$ cat src/rtl/tl_pkg.sv
package tl_pkg;

    typedef enum logic [1:0] {
        PH_MAIN_GO   = 2'd0,
        PH_MAIN_WARN = 2'd1,
        PH_SIDE_GO   = 2'd2,
        PH_SIDE_WARN = 2'd3
    } phase_e;

    // Internal lamp set, active-high.
    typedef struct packed {
        logic red;
        logic yellow;
        logic green;
    } lamp_t;

    localparam int SEG_W = 7;

    // Active-high segment pattern, bit 0 = a .. bit 6 = g; blank outside 0..9.
    function automatic logic [SEG_W-1:0] seg_pattern(input logic [3:0] digit);
        logic [SEG_W-1:0] p;
        unique case (digit)
            4'd0:    p = 7'h3F;
            4'd1:    p = 7'h06;
            4'd2:    p = 7'h5B;
            4'd3:    p = 7'h4F;
            4'd4:    p = 7'h66;
            4'd5:    p = 7'h6D;
            4'd6:    p = 7'h7D;
            4'd7:    p = 7'h07;
            4'd8:    p = 7'h7F;
            4'd9:    p = 7'h6F;
            default: p = 7'h00;
        endcase
        return p;
    endfunction

endpackage

$ cat src/rtl/tick_gen.sv
module tick_gen #(
    parameter int DIV = 48_000_000
) (
    input  logic clk,
    input  logic rst_n,
    output logic tick
);
    localparam int W = (DIV > 1) ? $clog2(DIV) : 1;
    localparam logic [W-1:0] LAST = W'(DIV - 1);

    logic [W-1:0] cnt;

    assign tick = (cnt == LAST);

    always_ff @(posedge clk or negedge rst_n) begin
        if (!rst_n) begin
            cnt <= '0;
        end else if (tick) begin
            cnt <= '0;
        end else begin
            cnt <= cnt + 1'b1;
        end
    end
endmodule

$ cat src/rtl/phase_fsm.sv
module phase_fsm
    import tl_pkg::*;
#(
    parameter int MAIN_GO_S = 45,
    parameter int SIDE_GO_S = 25,
    parameter int WARN_S    = 5
) (
    input  logic       clk,
    input  logic       rst_n,
    input  logic       tick,
    output logic [3:0] tens,
    output logic [3:0] ones,
    output lamp_t      main_lamp,
    output lamp_t      side_lamp
);
    localparam logic [3:0] MG_T = 4'(MAIN_GO_S / 10);
    localparam logic [3:0] MG_O = 4'(MAIN_GO_S % 10);
    localparam logic [3:0] SG_T = 4'(SIDE_GO_S / 10);
    localparam logic [3:0] SG_O = 4'(SIDE_GO_S % 10);
    localparam logic [3:0] WN_T = 4'(WARN_S / 10);
    localparam logic [3:0] WN_O = 4'(WARN_S % 10);

    phase_e     state, nxt;
    logic       at_last;
    logic [3:0] load_t, load_o;

    assign at_last = (tens == 4'd0) && (ones == 4'd1);

    // Next phase: moves only on the strobe after the count shows 1.
    always_comb begin
        nxt = state;
        if (tick && at_last) begin
            unique case (state)
                PH_MAIN_GO:   nxt = PH_MAIN_WARN;
                PH_MAIN_WARN: nxt = PH_SIDE_GO;
                PH_SIDE_GO:   nxt = PH_SIDE_WARN;
                PH_SIDE_WARN: nxt = PH_MAIN_GO;
            endcase
        end
    end

    // State register.
    always_ff @(posedge clk or negedge rst_n) begin
        if (!rst_n) begin
            state <= PH_MAIN_GO;
        end else begin
            state <= nxt;
        end
    end

    // Duration of the phase being entered.
    always_comb begin
        unique case (nxt)
            PH_MAIN_GO:   begin load_t = MG_T; load_o = MG_O; end
            PH_SIDE_GO:   begin load_t = SG_T; load_o = SG_O; end
            PH_MAIN_WARN,
            PH_SIDE_WARN: begin load_t = WN_T; load_o = WN_O; end
        endcase
    end

    // BCD countdown.
    always_ff @(posedge clk or negedge rst_n) begin
        if (!rst_n) begin
            tens <= MG_T;
            ones <= MG_O;
        end else if (tick) begin
            if (at_last) begin
                tens <= load_t;
                ones <= load_o;
            end else if (ones == 4'd0) begin
                tens <= tens - 4'd1;
                ones <= 4'd9;
            end else begin
                ones <= ones - 4'd1;
            end
        end
    end

    // Lamp outputs by state.
    always_comb begin
        main_lamp = '0;
        side_lamp = '0;
        unique case (state)
            PH_MAIN_GO:   begin main_lamp.green  = 1'b1; side_lamp.red    = 1'b1; end
            PH_MAIN_WARN: begin main_lamp.yellow = 1'b1; side_lamp.red    = 1'b1; end
            PH_SIDE_GO:   begin main_lamp.red    = 1'b1; side_lamp.green  = 1'b1; end
            PH_SIDE_WARN: begin main_lamp.red    = 1'b1; side_lamp.yellow = 1'b1; end
        endcase
    end
endmodule

$ cat src/rtl/scan_drv.sv
module scan_drv
    import tl_pkg::*;
#(
    parameter int POSITIONS = 8,
    parameter int SCAN_DIV  = 24_000
) (
    input  logic                 clk,
    input  logic                 rst_n,
    input  logic [3:0]           tens,
    input  logic [3:0]           ones,
    output logic [POSITIONS-1:0] dig_sel_n,
    output logic [SEG_W-1:0]     seg_n
);
    localparam int PW = (POSITIONS > 1) ? $clog2(POSITIONS) : 1;
    localparam logic [PW-1:0] POS_LAST = PW'(POSITIONS - 1);

    logic          step;
    logic [PW-1:0] pos;
    logic [3:0]    digit;
    logic          shown;

    tick_gen #(.DIV(SCAN_DIV)) u_scan_tick (
        .clk   (clk),
        .rst_n (rst_n),
        .tick  (step)
    );

    always_ff @(posedge clk or negedge rst_n) begin
        if (!rst_n) begin
            pos <= '0;
        end else if (step) begin
            pos <= (pos == POS_LAST) ? '0 : pos + 1'b1;
        end
    end

    for (genvar g = 0; g < POSITIONS; g++) begin : g_sel
        assign dig_sel_n[g] = (pos != PW'(g));
    end

    always_comb begin
        shown = 1'b1;
        digit = ones;
        if (pos == PW'(0)) begin
            digit = ones;
        end else if (pos == PW'(1)) begin
            digit = tens;
        end else begin
            shown = 1'b0;
        end
    end

    assign seg_n = shown ? ~seg_pattern(digit) : {SEG_W{1'b1}};
endmodule

$ cat src/rtl/traffic_ctrl.sv
module traffic_ctrl
    import tl_pkg::*;
#(
    parameter int SEC_DIV   = 48_000_000,
    parameter int SCAN_DIV  = 24_000,
    parameter int MAIN_GO_S = 45,
    parameter int SIDE_GO_S = 25,
    parameter int WARN_S    = 5,
    parameter int POSITIONS = 8
) (
    input  logic                 clk,
    input  logic                 rst_n,
    output logic                 main_red_n,
    output logic                 main_yel_n,
    output logic                 main_grn_n,
    output logic                 side_red_n,
    output logic                 side_yel_n,
    output logic                 side_grn_n,
    output logic [POSITIONS-1:0] dig_sel_n,
    output logic [6:0]           seg_n
);
    logic       sec_tick;
    logic [3:0] cnt_tens, cnt_ones;
    lamp_t      main_lamp, side_lamp;

    tick_gen #(.DIV(SEC_DIV)) u_sec (
        .clk   (clk),
        .rst_n (rst_n),
        .tick  (sec_tick)
    );

    phase_fsm #(
        .MAIN_GO_S (MAIN_GO_S),
        .SIDE_GO_S (SIDE_GO_S),
        .WARN_S    (WARN_S)
    ) u_fsm (
        .clk       (clk),
        .rst_n     (rst_n),
        .tick      (sec_tick),
        .tens      (cnt_tens),
        .ones      (cnt_ones),
        .main_lamp (main_lamp),
        .side_lamp (side_lamp)
    );

    scan_drv #(
        .POSITIONS (POSITIONS),
        .SCAN_DIV  (SCAN_DIV)
    ) u_scan (
        .clk       (clk),
        .rst_n     (rst_n),
        .tens      (cnt_tens),
        .ones      (cnt_ones),
        .dig_sel_n (dig_sel_n),
        .seg_n     (seg_n)
    );

    assign main_red_n = ~main_lamp.red;
    assign main_yel_n = ~main_lamp.yellow;
    assign main_grn_n = ~main_lamp.green;
    assign side_red_n = ~side_lamp.red;
    assign side_yel_n = ~side_lamp.yellow;
    assign side_grn_n = ~side_lamp.green;
endmodule

$ cat config.mk
export PLATFORM = sky130hd
export DESIGN_NAME = traffic_ctrl
export DESIGN_NICKNAME = d
export VERILOG_FILES = /design/src/rtl/tl_pkg.sv /design/src/rtl/tick_gen.sv /design/src/rtl/phase_fsm.sv /design/src/rtl/scan_drv.sv /design/src/rtl/traffic_ctrl.sv
export SDC_FILE = /design/constraint.sdc
export NUM_CORES = 1
export LEC_CHECK = 0
export ABC_AREA = 1
export ABC_CLOCK_PERIOD_IN_PS = 2960
export BUFFER_PORTS_ARGS = -buffer_cell sky130_fd_sc_hd__buf_2
export CAP_MARGIN = 20
export CORE_ASPECT_RATIO = 0.5
export CORE_MARGIN = 2
export CORE_UTILIZATION = 59
export CTS_BUF_LIST = sky130_fd_sc_hd__clkbuf_4 sky130_fd_sc_hd__clkbuf_8
export DETAILED_ROUTE_END_ITERATION = 8
export PLACE_DENSITY = 0.78
export SETUP_SLACK_MARGIN = 0.2
export SYNTH_ARGS = -nofsm -noshare
export SYNTH_HDL_FRONTEND = slang
export SYNTH_SLANG_ARGS = --single-unit
$ cat constraint.sdc
create_clock -name clk -period 2.96 [get_ports clk]
set_input_delay 0.444 -clock clk [delete_from_list [all_inputs] [get_ports clk]]
set_output_delay 0.444 -clock clk [all_outputs]
set_load 0.005 [all_outputs]
==> results.md <==
- For the worst-skew pair, the clock arrives at the later sink with an insertion delay of 330 ps.
- The signed area change from the synthesized netlist to the final layout is 15.7%.
- Across the VDD grid, the largest voltage drop is 0.268 mV.
- The classification of the worst setup path is flip-flop to primary output.
- The initialized floorplan defines 19 standard-cell rows.
- The total area of multi-input combinational cells is 1830 sq um.
- The final routed wirelength across all metal layers is 7.73 mm.
- The count of nets left with antenna violations once routing finished came out at 0.
- In the post-route analysis, the smallest setup slack over all paths is 113 ps.
- After synthesis, the cell types taking the most area are sky130_fd_sc_hd__dfrtp_1 37%, sky130_fd_sc_hd__nand2_1 11%, sky130_fd_sc_hd__inv_1 8.6%.
- The pin count of the biggest net entering global routing is 28.
- The number of flip-flops and latches in the synthesized netlist is 54.
- After synthesis, the largest family of logic cells by area is simple AND/OR/NAND/NOR gates.
- The number of distinct library cell variants in the gate-level netlist after synthesis is 37.
- The post-synthesis sequential area ratio is 39.7%.
- The count of port buffers added during placement is 22.
- The total via count in the routed design is 3066.
- The wire length of the first global-routing pass is 12.7 mm.
- The XOR/XNOR share of the synthesized area is 3.59%.
- In this run the mean area of a mapped cell was 7.39 sq um.
- The final layout contains 528 nets.
- Max-cap violations in this run came to 0.
- The critical path capture point type is a primary output.
- The placed instances occupy a cell area of 3620 sq um.
- The actual transition at the worst max-transition pin is 491 ps.
- Before CTS, the worst setup slack after placement is 146 ps.
- The Yosys step of the flow raised 0 warnings.
- After Yosys synthesis, and, or, nand and nor cells account for 29.9% of the synthesized area.
- The filler cell count in the final layout is 438.
- Of the total synthesized cell area, the portion taken by full adders, half adders and majority gates is 7.33%.
- For this configuration, the core starts out at a cell density of 61.6%.
- The library cell contributing the largest single delay on the critical path is sky130_fd_sc_hd__dfrtp_1.
- The number of pins with negative max-slew slack in the final report is 0.
- The sequential cells in the finished layout cover a total of 1360 sq um.
- The synthesized instance count is 462.
- The number of global-route vias before repair is 2811.
- In this run the worst hold path is classified as flip-flop to flip-flop.
- The synthesized design devotes to its leading area cell type 37.4% of total area.
- For the final database, setup skew stands at 8.68 ps.
- The required time at the endpoint of the critical path is 2520 ps.
- The total grt overflow is 0.
- Once layout is complete, the utilization of the core stands at 71.3%.
- The final standard cell area without fillers is 3950 sq um.
- The flow ran to the end, and the final reports show no timing, DRC or antenna violations.
- Using the TritonRoute via totals, the vias-per-cell ratio works out to 5.29.
- The total clock buffers created by CTS is 5.
- The core region area is 5540 sq um.
- The final-report hold violation count is 0.
- The die covers 6450 sq um.
- The count of inserted antenna diode cells is 0.
- The portion of netlist area occupied by mux cells is 0%.
- The die is 57.8 um tall.
- The tightest slew margin relative to the limit is 67.2%.
- Final hold analysis gives a worst-case slack of 468 ps.
- STA classifies the critical path startpoint as a flip-flop.
- The cell leakage power is 2.02 nW.
- Based on the critical path, the design can be clocked at up to 351 MHz.
- Counting every sink on the clock net gives 54.
- The maximum cell stage delay along the critical path is 430 ps.
- The violation count after the first detailed-route iteration is 209.
- The share of cells above drive strength 1 is 17.4%.
- For this run, the detailed router's first-pass iteration total came to 5.
- The mapped netlist covers 3410 sq um.
- The maximum level of the CTS H-tree is 2.
- The smallest clock period supported by the final layout is computed as 2850 ps.
- The congestion estimate from routability-driven global placement came to 0.930.
- Summed over all nets, the half-perimeter wirelength after detailed placement is 5.51 mm.
- Traced cell by cell, the critical path runs through buf_6 -> ha_4 -> nand2_4 -> or2_4 -> o21ai_4 -> inv_1 -> ha_2 -> or2_1 -> o211ai_1 -> nand2_1 -> buf_2.
- The die is 112 um wide.
- The total I/O pin count is 23.
- The DRC violation count after routing is 0.
- The clock passes through at most 2 buffers.
- The final cycle utilization of the critical path is 96.2%.
- In this run the clock root is driven by a sky130_fd_sc_hd__clkbuf_8.
- The arrival time of data at the critical path endpoint is 2400 ps.
- The maximum fanout count along the critical path is 5.
- The clock tree from TritonCTS is yes.
- After clock tree synthesis, the clock-pin slew on the worst setup and hold paths is 110 ps.
- Setup violations remaining at the end of the flow were counted as 0.
- The post-synthesis compound-gate area fraction is 9.79%.
- The power per cell area is 303 nW/um^2.
- Setup repair after global routing could not meet its margin everywhere.
- The cell taking the most area after synthesis is sky130_fd_sc_hd__dfrtp_1.
- Global routing used 24.8% of the available tracks.
- The sum of negative setup slack is 0 ps.
- The initial antenna violation count is 0.
- After detailed routing, the average wire length per cell comes to 13.3 um.
- The number of nets in the synthesized netlist is 484.
Yosys cell counts (all sizes together):
library cell / instances
nor2: 66
o21a: 2
a31oi: 2
nand3: 31
o21ba: 1
dfrtp: 51
nor3: 16
xor2: 12
nand2: 105
dfstp: 3
o221a: 1
a21boi: 1
xnor2: 2
nor3b: 2
ha: 20
inv: 82
buf: 2
or2: 3
nand3b: 1
o211a: 1
a21oi: 15
o211ai: 1
o21ai: 28
clkinv: 1
nor4: 4
nand4: 9
registers in the layout (all words and copies together) (netlist names):
signal / count
u_fsm.state: 2
u_fsm.ones: 4
u_scan.pos: 3
u_fsm.tens: 4
u_sec.cnt: 26
u_scan.u_scan_tick.cnt: 15
cell families (layout without fill, tap and decap cells):
group,Yosys count,after routing
compound gates,52,52
xor+xnor,14,14
fa+ha+maj,20,20
flops,54,54
buf+inv,85,130
simple gates,237,237
what timing repair did:
action	4_1_cts	5_1_grt
setup endpoints to repair	7	7
hold buffers	1	0
gates resized for setup	12	21
endpoints found under the hold margin	9	0
pin swaps	1	14
buffers inserted	6	7
stage by stage:
| stage | std cells | total power [W] |
|---|---|---|
| after floorplan | 462 | 0.000752 |
| after global placement | 558 | 0.000769 |
| after detailed placement | 558 | 0.000770 |
| after CTS | 573 | 0.00120 |
| after global routing | 580 | 0.00123 |
| final | 580 | 0.00120 |
cells in the final DEF (no fill, tap or decap), types with 2 or more instances in the layout:
cell type / synthesis / layout
sky130_fd_sc_hd__a21oi_1: 15 / 14
sky130_fd_sc_hd__a31oi_1: 2 / 2
sky130_fd_sc_hd__buf_2: 1 / 22
sky130_fd_sc_hd__buf_4: 0 / 12
sky130_fd_sc_hd__buf_6: 1 / 4
sky130_fd_sc_hd__clkbuf_8: 0 / 5
sky130_fd_sc_hd__clkinv_4: 0 / 4
sky130_fd_sc_hd__dfrtp_1: 51 / 51
sky130_fd_sc_hd__dfstp_2: 3 / 3
sky130_fd_sc_hd__ha_1: 20 / 13
sky130_fd_sc_hd__ha_2: 0 / 3
sky130_fd_sc_hd__ha_4: 0 / 4
sky130_fd_sc_hd__inv_1: 78 / 75
sky130_fd_sc_hd__inv_2: 4 / 7
sky130_fd_sc_hd__nand2_1: 102 / 98
sky130_fd_sc_hd__nand2_2: 3 / 5
sky130_fd_sc_hd__nand2_4: 0 / 2
sky130_fd_sc_hd__nand3_1: 31 / 31
sky130_fd_sc_hd__nand4_1: 9 / 9
sky130_fd_sc_hd__nor2_1: 64 / 64
sky130_fd_sc_hd__nor2_2: 2 / 2
sky130_fd_sc_hd__nor3_1: 14 / 14
sky130_fd_sc_hd__nor3_2: 2 / 2
sky130_fd_sc_hd__nor3b_1: 2 / 2
sky130_fd_sc_hd__nor4_1: 4 / 4
sky130_fd_sc_hd__o21ai_0: 21 / 20
sky130_fd_sc_hd__o21ai_1: 4 / 2
sky130_fd_sc_hd__o21ai_2: 1 / 3
sky130_fd_sc_hd__o21ai_4: 2 / 3
sky130_fd_sc_hd__or2_4: 0 / 2
sky130_fd_sc_hd__xnor2_1: 2 / 2
sky130_fd_sc_hd__xor2_1: 12 / 12
per-layer routing:
metal	GRT usage, %	wire (um)	up-vias
li1	-	-	1546
met5	0	0	-
met4	6.70	97	0
met3	5.23	320	12
met2	40.9	3500	77
met1	34.0	3820	1431
power by group:
group | switching (W) | leakage (nW) | internal [W]
registers | 0 | 0.715 | 0.000737
clock network | 0.000270 | 0.0483 | 0.000171
logic | 0.0000144 | 1.26 | 0.00000306
worst max-delay path, delay by kind of cell (launching register included):
kind | cells | cell delay, ps
compound gates | 2 | 280
fa+ha+maj | 2 | 340
buf+inv | 3 | 400
flops | 1 | 430
simple gates | 4 | 630
path summary, 6_finish.rpt:
kind,startpoint,end,slack [ps],cells after the start
min reg2reg,u_sec.cnt[0],u_sec.cnt[0],470,1
max in group asynchronous,rst_n,u_sec.cnt[16],1840,3
max,u_scan.pos[0],seg_n[6],110,11
min,u_sec.cnt[0],u_sec.cnt[0],470,1
max reg2reg,u_sec.cnt[0],u_fsm.tens[2],990,11
min in group asynchronous,rst_n,u_scan.u_scan_tick.cnt[5],490,2
area by class of cell:
cell class                      count  area share [%]
Clock inverter                      3           0.666
Sequential cell                    54            34.3
Tap cell                           73            2.31
Inverter                           83            8.02
Timing Repair Buffer               39            6.47
Clock buffer                        5            1.74
Multi-Input combinational cell    323            46.5
Note: power is estimated with default switching activity, not from simulation.
